[src/rtl/dma_glb_pkg.sv]
`timescale 1ns/1ps
package dma_glb_pkg;

  // Register byte offsets inside the global window
  localparam int OFS_CTRL   = 'h00;
  localparam int OFS_PEND   = 'h04;
  localparam int OFS_DB     = 'h08;
  localparam int OFS_DBSET  = 'h0C;
  localparam int OFS_CE     = 'h10;
  localparam int OFS_CESET  = 'h14;
  localparam int OFS_CECLR  = 'h18;

  // Control register bit positions
  localparam int BIT_EN  = 0;
  localparam int BIT_AR  = 2;
  localparam int BIT_HLT = 3;

  typedef struct packed {
    logic ctrl;
    logic pend;
    logic db;
    logic dbset;
    logic ce;
    logic ceset;
    logic ceclr;
  } reg_hit_t;

  // Sticky summary: software may only clear, hardware event sets
  function automatic logic sticky_next(input logic q, input logic wr,
                                       input logic wbit, input logic hw);
    return ((wr ? (q & wbit) : q) | hw);
  endfunction

  function automatic logic [31:0] ctrl_word(input logic en, input logic ar,
                                            input logic hlt);
    logic [31:0] w;
    w = '0;
    w[BIT_EN]  = en;
    w[BIT_AR]  = ar;
    w[BIT_HLT] = hlt;
    return w;
  endfunction

endpackage

[src/rtl/dma_glb_decode.sv]
`timescale 1ns/1ps
module dma_glb_decode
  import dma_glb_pkg::*;
#(
  parameter int ADDR_W = 8
) (
  input  logic [ADDR_W-1:0] addr,
  output reg_hit_t          hit
);

  always_comb begin
    hit.ctrl  = (addr == ADDR_W'(OFS_CTRL));
    hit.pend  = (addr == ADDR_W'(OFS_PEND));
    hit.db    = (addr == ADDR_W'(OFS_DB));
    hit.dbset = (addr == ADDR_W'(OFS_DBSET));
    hit.ce    = (addr == ADDR_W'(OFS_CE));
    hit.ceset = (addr == ADDR_W'(OFS_CESET));
    hit.ceclr = (addr == ADDR_W'(OFS_CECLR));
  end

endmodule

[src/rtl/dma_glb_chvec.sv]
`timescale 1ns/1ps
module dma_glb_chvec #(
  parameter int W = 8
) (
  input  logic         clk,
  input  logic         rst_n,
  input  logic         load,
  input  logic [W-1:0] load_val,
  input  logic [W-1:0] set_mask,
  input  logic [W-1:0] clr_mask,
  input  logic [W-1:0] hw_set,
  output logic [W-1:0] q
);

  function automatic logic [W-1:0] vec_next(input logic [W-1:0] cur,
      input logic ld, input logic [W-1:0] lv, input logic [W-1:0] s,
      input logic [W-1:0] c, input logic [W-1:0] h);
    logic [W-1:0] base;
    base = ld ? lv : cur;
    return (((base | s) & ~c) | h);
  endfunction

  always_ff @(posedge clk or negedge rst_n) begin
    if (!rst_n) q <= '0;
    else        q <= vec_next(q, load, load_val, set_mask, clr_mask, hw_set);
  end

  // A hardware set always lands, even against a same-cycle clear
  assert_hw_set_wins_R4: assert property (@(posedge clk) disable iff (!rst_n)
    (|hw_set) |=> ((q & $past(hw_set)) == $past(hw_set)));

  // Clear-mask bits not also hardware-set are low afterwards
  assert_clear_mask_R8: assert property (@(posedge clk) disable iff (!rst_n)
    (|clr_mask) |=> ((q & $past(clr_mask & ~hw_set)) == '0));

  // No update request leaves the vector untouched
  assert_hold_idle_R9: assert property (@(posedge clk) disable iff (!rst_n)
    (!load && set_mask == '0 && clr_mask == '0 && hw_set == '0) |=> $stable(q));

endmodule

[src/rtl/dma_glb_ctrl.sv]
`timescale 1ns/1ps
module dma_glb_ctrl
  import dma_glb_pkg::*;
(
  input  logic clk,
  input  logic rst_n,
  input  logic wr,
  input  logic w_en,
  input  logic w_ar,
  input  logic w_hlt,
  input  logic any_ar,
  input  logic any_hlt,
  output logic en,
  output logic sum_ar,
  output logic sum_hlt
);

  always_ff @(posedge clk or negedge rst_n) begin
    if (!rst_n) begin
      en      <= 1'b0;
      sum_ar  <= 1'b0;
      sum_hlt <= 1'b0;
    end else begin
      if (wr) en <= w_en;
      sum_ar  <= sticky_next(sum_ar,  wr, w_ar,  any_ar);
      sum_hlt <= sticky_next(sum_hlt, wr, w_hlt, any_hlt);
    end
  end

  assert_enable_hold_R2: assert property (@(posedge clk) disable iff (!rst_n)
    !wr |=> $stable(en));

  assert_ar_sticky_R3: assert property (@(posedge clk) disable iff (!rst_n)
    (sum_ar && !wr) |=> sum_ar);

  assert_hlt_set_R3: assert property (@(posedge clk) disable iff (!rst_n)
    any_hlt |=> sum_hlt);

  assert_no_sw_set_R3: assert property (@(posedge clk) disable iff (!rst_n)
    (!sum_ar && !any_ar) |=> !sum_ar);

endmodule

[src/rtl/dma_glb_regs.sv]
`timescale 1ns/1ps
module dma_glb_regs
  import dma_glb_pkg::*;
#(
  parameter int NUM_CH = 8,
  parameter int ADDR_W = 8
) (
  input  logic              clk,
  input  logic              rst_n,
  input  logic              wr_en,
  input  logic              rd_en,
  input  logic [ADDR_W-1:0] addr,
  input  logic [31:0]       wdata,
  output logic [31:0]       rdata,
  input  logic [NUM_CH-1:0] ch_irq,
  input  logic [NUM_CH-1:0] ch_halt,
  input  logic [NUM_CH-1:0] ch_addr_err,
  output logic              ctrl_enable,
  output logic              irq,
  output logic [NUM_CH-1:0] doorbell,
  output logic [NUM_CH-1:0] clk_en
);

  localparam logic [NUM_CH-1:0] NONE = '0;

  reg_hit_t          hit;
  logic              wr_ctrl, wr_pend, wr_bell, wr_ce, wr_ceset, wr_ceclr;
  logic              hit_any;
  logic [NUM_CH-1:0] wmask, pend, pend_clr, ce_set, ce_clr;
  logic              sum_ar, sum_hlt;
  logic [31:0]       rd_val;
  logic              unused_wdata;

  dma_glb_decode #(.ADDR_W(ADDR_W)) u_decode (
    .addr (addr),
    .hit  (hit)
  );

  assign hit_any  = |hit;
  assign wmask    = wdata[NUM_CH-1:0];
  assign wr_ctrl  = wr_en & hit.ctrl;
  assign wr_pend  = wr_en & hit.pend;
  assign wr_bell  = wr_en & (hit.db | hit.dbset);
  assign wr_ce    = wr_en & hit.ce;
  assign wr_ceset = wr_en & hit.ceset;
  assign wr_ceclr = wr_en & hit.ceclr;
  assign pend_clr = wr_pend  ? wmask : NONE;
  assign ce_set   = wr_ceset ? wmask : NONE;
  assign ce_clr   = wr_ceclr ? wmask : NONE;
  assign unused_wdata = ^wdata;

  dma_glb_ctrl u_ctrl (
    .clk     (clk),
    .rst_n   (rst_n),
    .wr      (wr_ctrl),
    .w_en    (wdata[BIT_EN]),
    .w_ar    (wdata[BIT_AR]),
    .w_hlt   (wdata[BIT_HLT]),
    .any_ar  (|ch_addr_err),
    .any_hlt (|ch_halt),
    .en      (ctrl_enable),
    .sum_ar  (sum_ar),
    .sum_hlt (sum_hlt)
  );

  // Pending vector: write-one-to-clear, channel pulse sets
  dma_glb_chvec #(.W(NUM_CH)) u_pend (
    .clk      (clk),
    .rst_n    (rst_n),
    .load     (1'b0),
    .load_val (NONE),
    .set_mask (NONE),
    .clr_mask (pend_clr),
    .hw_set   (ch_irq),
    .q        (pend)
  );

  // Clock enables: direct load plus set/clear aliases
  dma_glb_chvec #(.W(NUM_CH)) u_clken (
    .clk      (clk),
    .rst_n    (rst_n),
    .load     (wr_ce),
    .load_val (wmask),
    .set_mask (ce_set),
    .clr_mask (ce_clr),
    .hw_set   (NONE),
    .q        (clk_en)
  );

  always_ff @(posedge clk or negedge rst_n) begin
    if (!rst_n) doorbell <= '0;
    else        doorbell <= wr_bell ? wmask : NONE;
  end

  assign irq = ctrl_enable & (|pend);

  always_comb begin
    rd_val = '0;
    if (hit.ctrl)      rd_val = ctrl_word(ctrl_enable, sum_ar, sum_hlt);
    else if (hit.pend) rd_val = 32'(pend);
    else if (hit.ce)   rd_val = 32'(clk_en);
  end

  always_ff @(posedge clk or negedge rst_n) begin
    if (!rst_n) rdata <= '0;
    else        rdata <= rd_en ? rd_val : 32'd0;
  end

  assert_bell_idle_R6: assert property (@(posedge clk) disable iff (!rst_n)
    !wr_bell |=> (doorbell == NONE));

  assert_irq_on_pulse_R5: assert property (@(posedge clk) disable iff (!rst_n)
    ((|ch_irq) && ctrl_enable && !wr_ctrl) |=> irq);

  assert_undef_read_R9: assert property (@(posedge clk) disable iff (!rst_n)
    (rd_en && !hit_any) |=> (rdata == 32'd0));

  assert_undef_write_R9: assert property (@(posedge clk) disable iff (!rst_n)
    (wr_en && !hit_any) |=> $stable(clk_en));

endmodule

[config.mk]
export PLATFORM = sky130hd
export DESIGN_NAME = dma_glb_regs
export DESIGN_NICKNAME = d
export VERILOG_FILES = /design/src/rtl/dma_glb_pkg.sv /design/src/rtl/dma_glb_decode.sv /design/src/rtl/dma_glb_chvec.sv /design/src/rtl/dma_glb_ctrl.sv /design/src/rtl/dma_glb_regs.sv
export SDC_FILE = /design/constraint.sdc
export NUM_CORES = 1
export LEC_CHECK = 0
export BUFFER_PORTS_ARGS = -buffer_cell sky130_fd_sc_hd__buf_4
export CORE_MARGIN = 5
export CORE_UTILIZATION = 35
export CTS_CLUSTER_DIAMETER = 120
export CTS_CLUSTER_SIZE = 10
export DETAILED_ROUTE_END_ITERATION = 16
export PLACE_DENSITY = 0.68
export SKIP_LAST_GASP = 1
export SLEW_MARGIN = 15
export SYNTH_ARGS = -nofsm -noshare
export SYNTH_HDL_FRONTEND = slang
export SYNTH_SLANG_ARGS = --single-unit
[constraint.sdc]
create_clock -name clk -period 1.1 [get_ports clk]
set_input_delay 0.165 -clock clk [delete_from_list [all_inputs] [get_ports clk]]
set_output_delay 0.165 -clock clk [all_outputs]
set_load 0.005 [all_outputs]
# Word-level counts from Yosys, hierarchy flattened
# Index checks and enable logic that the tools add are counted.
# W data, S select, Z words.
# classes
bitwise,18
shift,0
n_reduce_logical,4
n_eq_ne,6
mux,11
multipliers,0
n_addsub,0
n_lt_le_gt_ge,0
div,0
# op_table
cell,count
$mux W32,2
$mux W8,7
$eq A8 B5 Y1 const B,3
$reduce_or A8 Y1,3
$and A8 B8 Y8,2
$eq A8 B4 Y1 const B,2
$not A8 Y8,2
$or A8 B8 Y8,2
$and A1 B1 Y1,9
$eq A8 B3 Y1 const B,1
$logic_not A8 Y1,1
$or A1 B1 Y1,3
$mux W1,2
# totals
elab_cells,46
ram_bits,0
mem_bits_ro,0
reg_bits,59
latch_bits,0
memories,0
in_bits,68
output_inout_bits,50

# Logic depth before layout (Yosys ltp)
# logic_depth
word_depth,6
ltp_mapped,5
depth_no_buf,3

# Hierarchy
# Synthesis repeated with hierarchy kept, for this count alone.
# hier_totals
hier_cells,222
hier_area_um2,2073.2
# modules_own_cells
module,area_each_um2,n_inst,seq_area_each_um2,cells_per_inst
dma_glb_regs,1049.8,1,400.4,119
dma_glb_chvec,411.6,2,200.2,41
dma_glb_ctrl,117.6,1,75.1,8
dma_glb_decode,82.6,1,0.0,13

# Least setup slack after synthesis
# No wires, ideal clock.
# synth_timing
path_type,input to register
from,input port addr[5]
to,register u_ctrl.en
n_path_buf,1
arrival_ns,1.354
cell_stages,4
setup_time_ns,0.125
slack_ns,-0.379
required_time_ns,0.975
path_cell_list,or4_1 -> buf_4 -> nor3_2 -> mux2_2
# synth_between
elab_chain_len,2
# synth_rtl
element,line,text
from (decl),dma_glb_regs.sv:12,"input logic [ADDR_W-1:0] addr,"
$logic_not A8 Y1,dma_glb_decode.sv:12,hit.ctrl = (addr == ADDR_W'(OFS_CTRL));
$and A1 B1 Y1,dma_glb_regs.sv:41,assign wr_ctrl = wr_en & hit.ctrl;
to (signal assigned),dma_glb_ctrl.sv:24,if (wr) en <= w_en;
to (decl),dma_glb_ctrl.sv:13,"output logic en,"
# No other way between the ends.
# A chain may end at the register's enable or synchronous reset.

# Final worst setup path
# layout_timing
from,register u_pend.q[6]
to,output port irq
# layout_between
elab_chain_len,2
# layout_rtl
element,line,text
from (decl),dma_glb_chvec.sv:12,output logic [W-1:0] q
from (signal assigned),dma_glb_chvec.sv:25,"else q <= vec_next(q, load, load_val, set_mask, clr_mask, hw_set);"
$reduce_or A8 Y1,dma_glb_regs.sv:95,assign irq = ctrl_enable & (|pend);
$and A1 B1 Y1,dma_glb_regs.sv:95,
to (decl),dma_glb_regs.sv:19,"output logic irq,"
# No other way between the ends.

==> results.yml <==
sta:
  layout_min_cycle_time_ns: 1.37
  finClkSkew_ns: 0.00483
  final.period_utilization_pct: 125
  rsz0062_at_grt: "true"
  final_hold_viol_count: 0
  setup_viol: 16
  fmax_mhz: 729
  setup_slack_ns: -0.272
  slew_violations: 0
logic_synthesis:
  synth_top_area_share_pct: 47.5
  synth_top_area_cell: "dfrtp_1"
  synth_common_cells: "35 x dfrtp_1, 25 x buf_4, 23 x nand3_1, 10 x o31ai_1"
  synth_seq_cells: 35
  synth_cell_types: 33
  yosys.cell_count.top_type: "dfrtp_1"
  synth_area_um2: 1850
  synth_edf_count: 0
  seq_area_frac_synth_pct: 47.5
  syn_avg_cell_area_um2: 10.4
  netlist_top_cells_area: "dfrtp_1 47%, buf_4 10%, nand3_1 6.2%, o31ai_1 4.1%, a22oi_1 3.3%"
  synthArstFlopShare_pct: 100
  synthCells: 178
  synthFlopType: "dfrtp_1"
  yosysWarnings: 0
route:
  drt-met1-wl_um: 2250
  routed_wl_um: 5690
  drt_iter0_drc: 129
  ant_nets: 0
  vias: 1829
  wl_met2_um: 2780
  routedWlPerCell_um: 16.2
  drc: 0
  viasPerCell: 5.20
  routed.top_layer: "met4"
  firstDrtPassIters: 4
  route.met3.wl_um: 550
floorplanning:
  dieWidth_um: 82.6
  die_h_um: 82.6
  pin_count: 118
  dieArea_um2: 6830
  core-area_um2: 5110
  start_util_pct: 36.1
  rows: 26
placed_design:
  place_hpwl_um: 4090
  post-place-ws_ns: -0.428
  dp_cells: 337
  port_buffers: 69
  place_congestion: 0.824
clocking:
  clkSlewWorstSetupHoldPaths_ns: 0.07
  cts.sinks: 35
  numCtsBuffers: 5
  clock_path_buffers: 2
  root_buffer: "clkbuf_8"
  cts_max_level: 2
  clk_latency_ns: 0.29
  cts_tree: "yes"
global_route:
  grt_max_degree: 36
  overflow: 0
  antenna_found_initial: 0
  gr-usage-all-layers_pct: 17.0
  grt_pass1_wl_um: 8650
  grt_pass1_vias: 1803
setup_path:
  worst_ep_required_time_ns: 0.94
  max_stage_delay_ns: 0.39
  crit_path_start_kind: "flip-flop"
  worst-setup-path-type: "flip-flop to output pin"
  path_max_fanout: 2
  crit_family: "flip-flops"
  critPathSlowestCell: "dfrtp_1"
  worst_ep_arrival_time_ns: 1.21
  cp-end-kind: "output pin"
  critPathBufInv: 1
  crit_chain: "nor4_2 -> a21boi_1 -> buf_4"
power:
  p_int_w: 0.00215
  power.density_nw_per_um2: 979
  p_switching_w: 0.000753
  power_frac_clock_pct: 35.4
  ir_drop_mv: 0.410
  p_seq_share_pct: 46.5
  comb_power_share_pct: 18.1
  p_leak_nw: 1.35
  swShare_pct: 25.9
worst_hold_path:
  min_path_type: "input pin to flip-flop"
final_layout:
  fin_nets: 349
  antenna_cells: 0
  drive_gt1_share_pct: 52.8
  n_fill_cell: 441
  finalNonFillerCells: 352
  area_growth_pct: 60.8
status:
  violations: "setup timing"
  status: "finished with violations"
run:
  drv_cap: 0
==> metal layers <==
metal  vias up  track usage (%)
li1        841                -
met1       885             21.7
met2        92             28.0
met3        11             4.34
met4         0             5.72
met5         -                0
==> cells in the final DEF, fill, tap and decap left out, types with 2 or more instances in the layout <==
cell,n
a22oi_2,8
or4_4,2
nor3_4,3
nor4_4,2
o2111ai_1,2
a21oi_2,2
conb_1,24
a211oi_1,2
nand3_1,23
buf_4,96
inv_1,2
nor4_1,7
nand2b_1,3
buf_8,2
o31ai_4,5
nor4b_2,2
nand4_1,6
nand2_1,3
a21oi_1,3
o31ai_1,3
a21o_1,6
clkbuf_8,7
or4b_4,2
buf_6,6
and2_1,9
o31ai_2,3
dfrtp_1,35
==> worst paths after layout <==
kind	startpoint	to	slack (ns)	depth (start not counted)
worst max-delay path	u_pend.q[6]	irq	-0.27	3
worst min-delay path	ch_irq[7]	u_pend.q[7]	0.05	2
worst max register to register	u_ctrl.sum_hlt	rdata[3]	0.07	3
worst min register to register	u_ctrl.sum_hlt	u_ctrl.sum_hlt	0.52	2
max in group asynchronous	rst_n	doorbell[0]	0.43	2
min in group asynchronous	rst_n	rdata[5]	0.36	2
==> cells by family after synthesis <==
family / synth area share (%)
buffers and inverters: 12.7
other: 0.203
and+or+nand+nor: 22.9
AOI/OAI and AO/OA: 16.1
muxes: 0.610
DFF: 47.5
==> power groups by stage <==
stage | Clock (W) | Combinational [W] | Sequential (W)
3_5_place_dp | 0 | 0.000447 | 0.00137
2_1_floorplan | 0 | 0.000206 | 0.00136
3_3_place_gp | 0 | 0.000441 | 0.00137
5_1_grt | 0.00112 | 0.000570 | 0.00135
6_report | 0.00103 | 0.000526 | 0.00135
4_1_cts | 0.00103 | 0.000490 | 0.00134
==> flip-flops by register name, summed over array words and instances (netlist names) <==
| signal | flops |
|---|---|
| u_ctrl.sum_hlt | 1 |
| u_ctrl.en | 1 |
| u_ctrl.sum_ar | 1 |
| doorbell | 8 |
| u_clken.q | 8 |
| rdata | 8 |
| u_pend.q | 8 |
==> area by class of cell <==
| cell class | count | area, um2 | share of cell area [%] |
|---|---|---|---|
| clock buffer | 8 | 100 | 3.37 |
| multi-input combinational | 132 | 1070 | 36.0 |
| tap | 70 | 87.6 | 2.95 |
| sequential | 35 | 876 | 29.5 |
| inverter | 2 | 7.51 | 0.253 |
| timing repair buffer | 105 | 828 | 27.9 |
==> per-stage QoR <==
step | TNS, ns | hold WS, ns | power (W) | instance area [um2] | util (%)
2_1_floorplan | -5.45 | -0.131 | 0.00157 | 2020 | -
3_3_place_gp | -12.18 | 0.140 | 0.00181 | 2600 | 51.0
3_5_place_dp | -12.68 | 0.140 | 0.00181 | 2600 | 51.0
4_1_cts | -0.836 | 0.0505 | 0.00286 | 2860 | 55.9
5_1_grt | -1.75 | 0.0422 | 0.00304 | 2970 | 58.1
6_report | -0.822 | 0.0467 | 0.00291 | 2970 | 58.1
==> what timing repair did <==
| item | CTS | global route |
|---|---|---|
| hold endpoints to repair | 35 | 0 |
| hold buffers | 1 | 0 |
| pin swaps | 18 | 7 |
| setup endpoints to repair | 28 | 28 |
| gates cloned | 2 | 0 |
| setup buffers | 3 | 1 |
| gates resized for setup | 23 | 18 |
No activity file was read; power rests on OpenSTA's default activity.
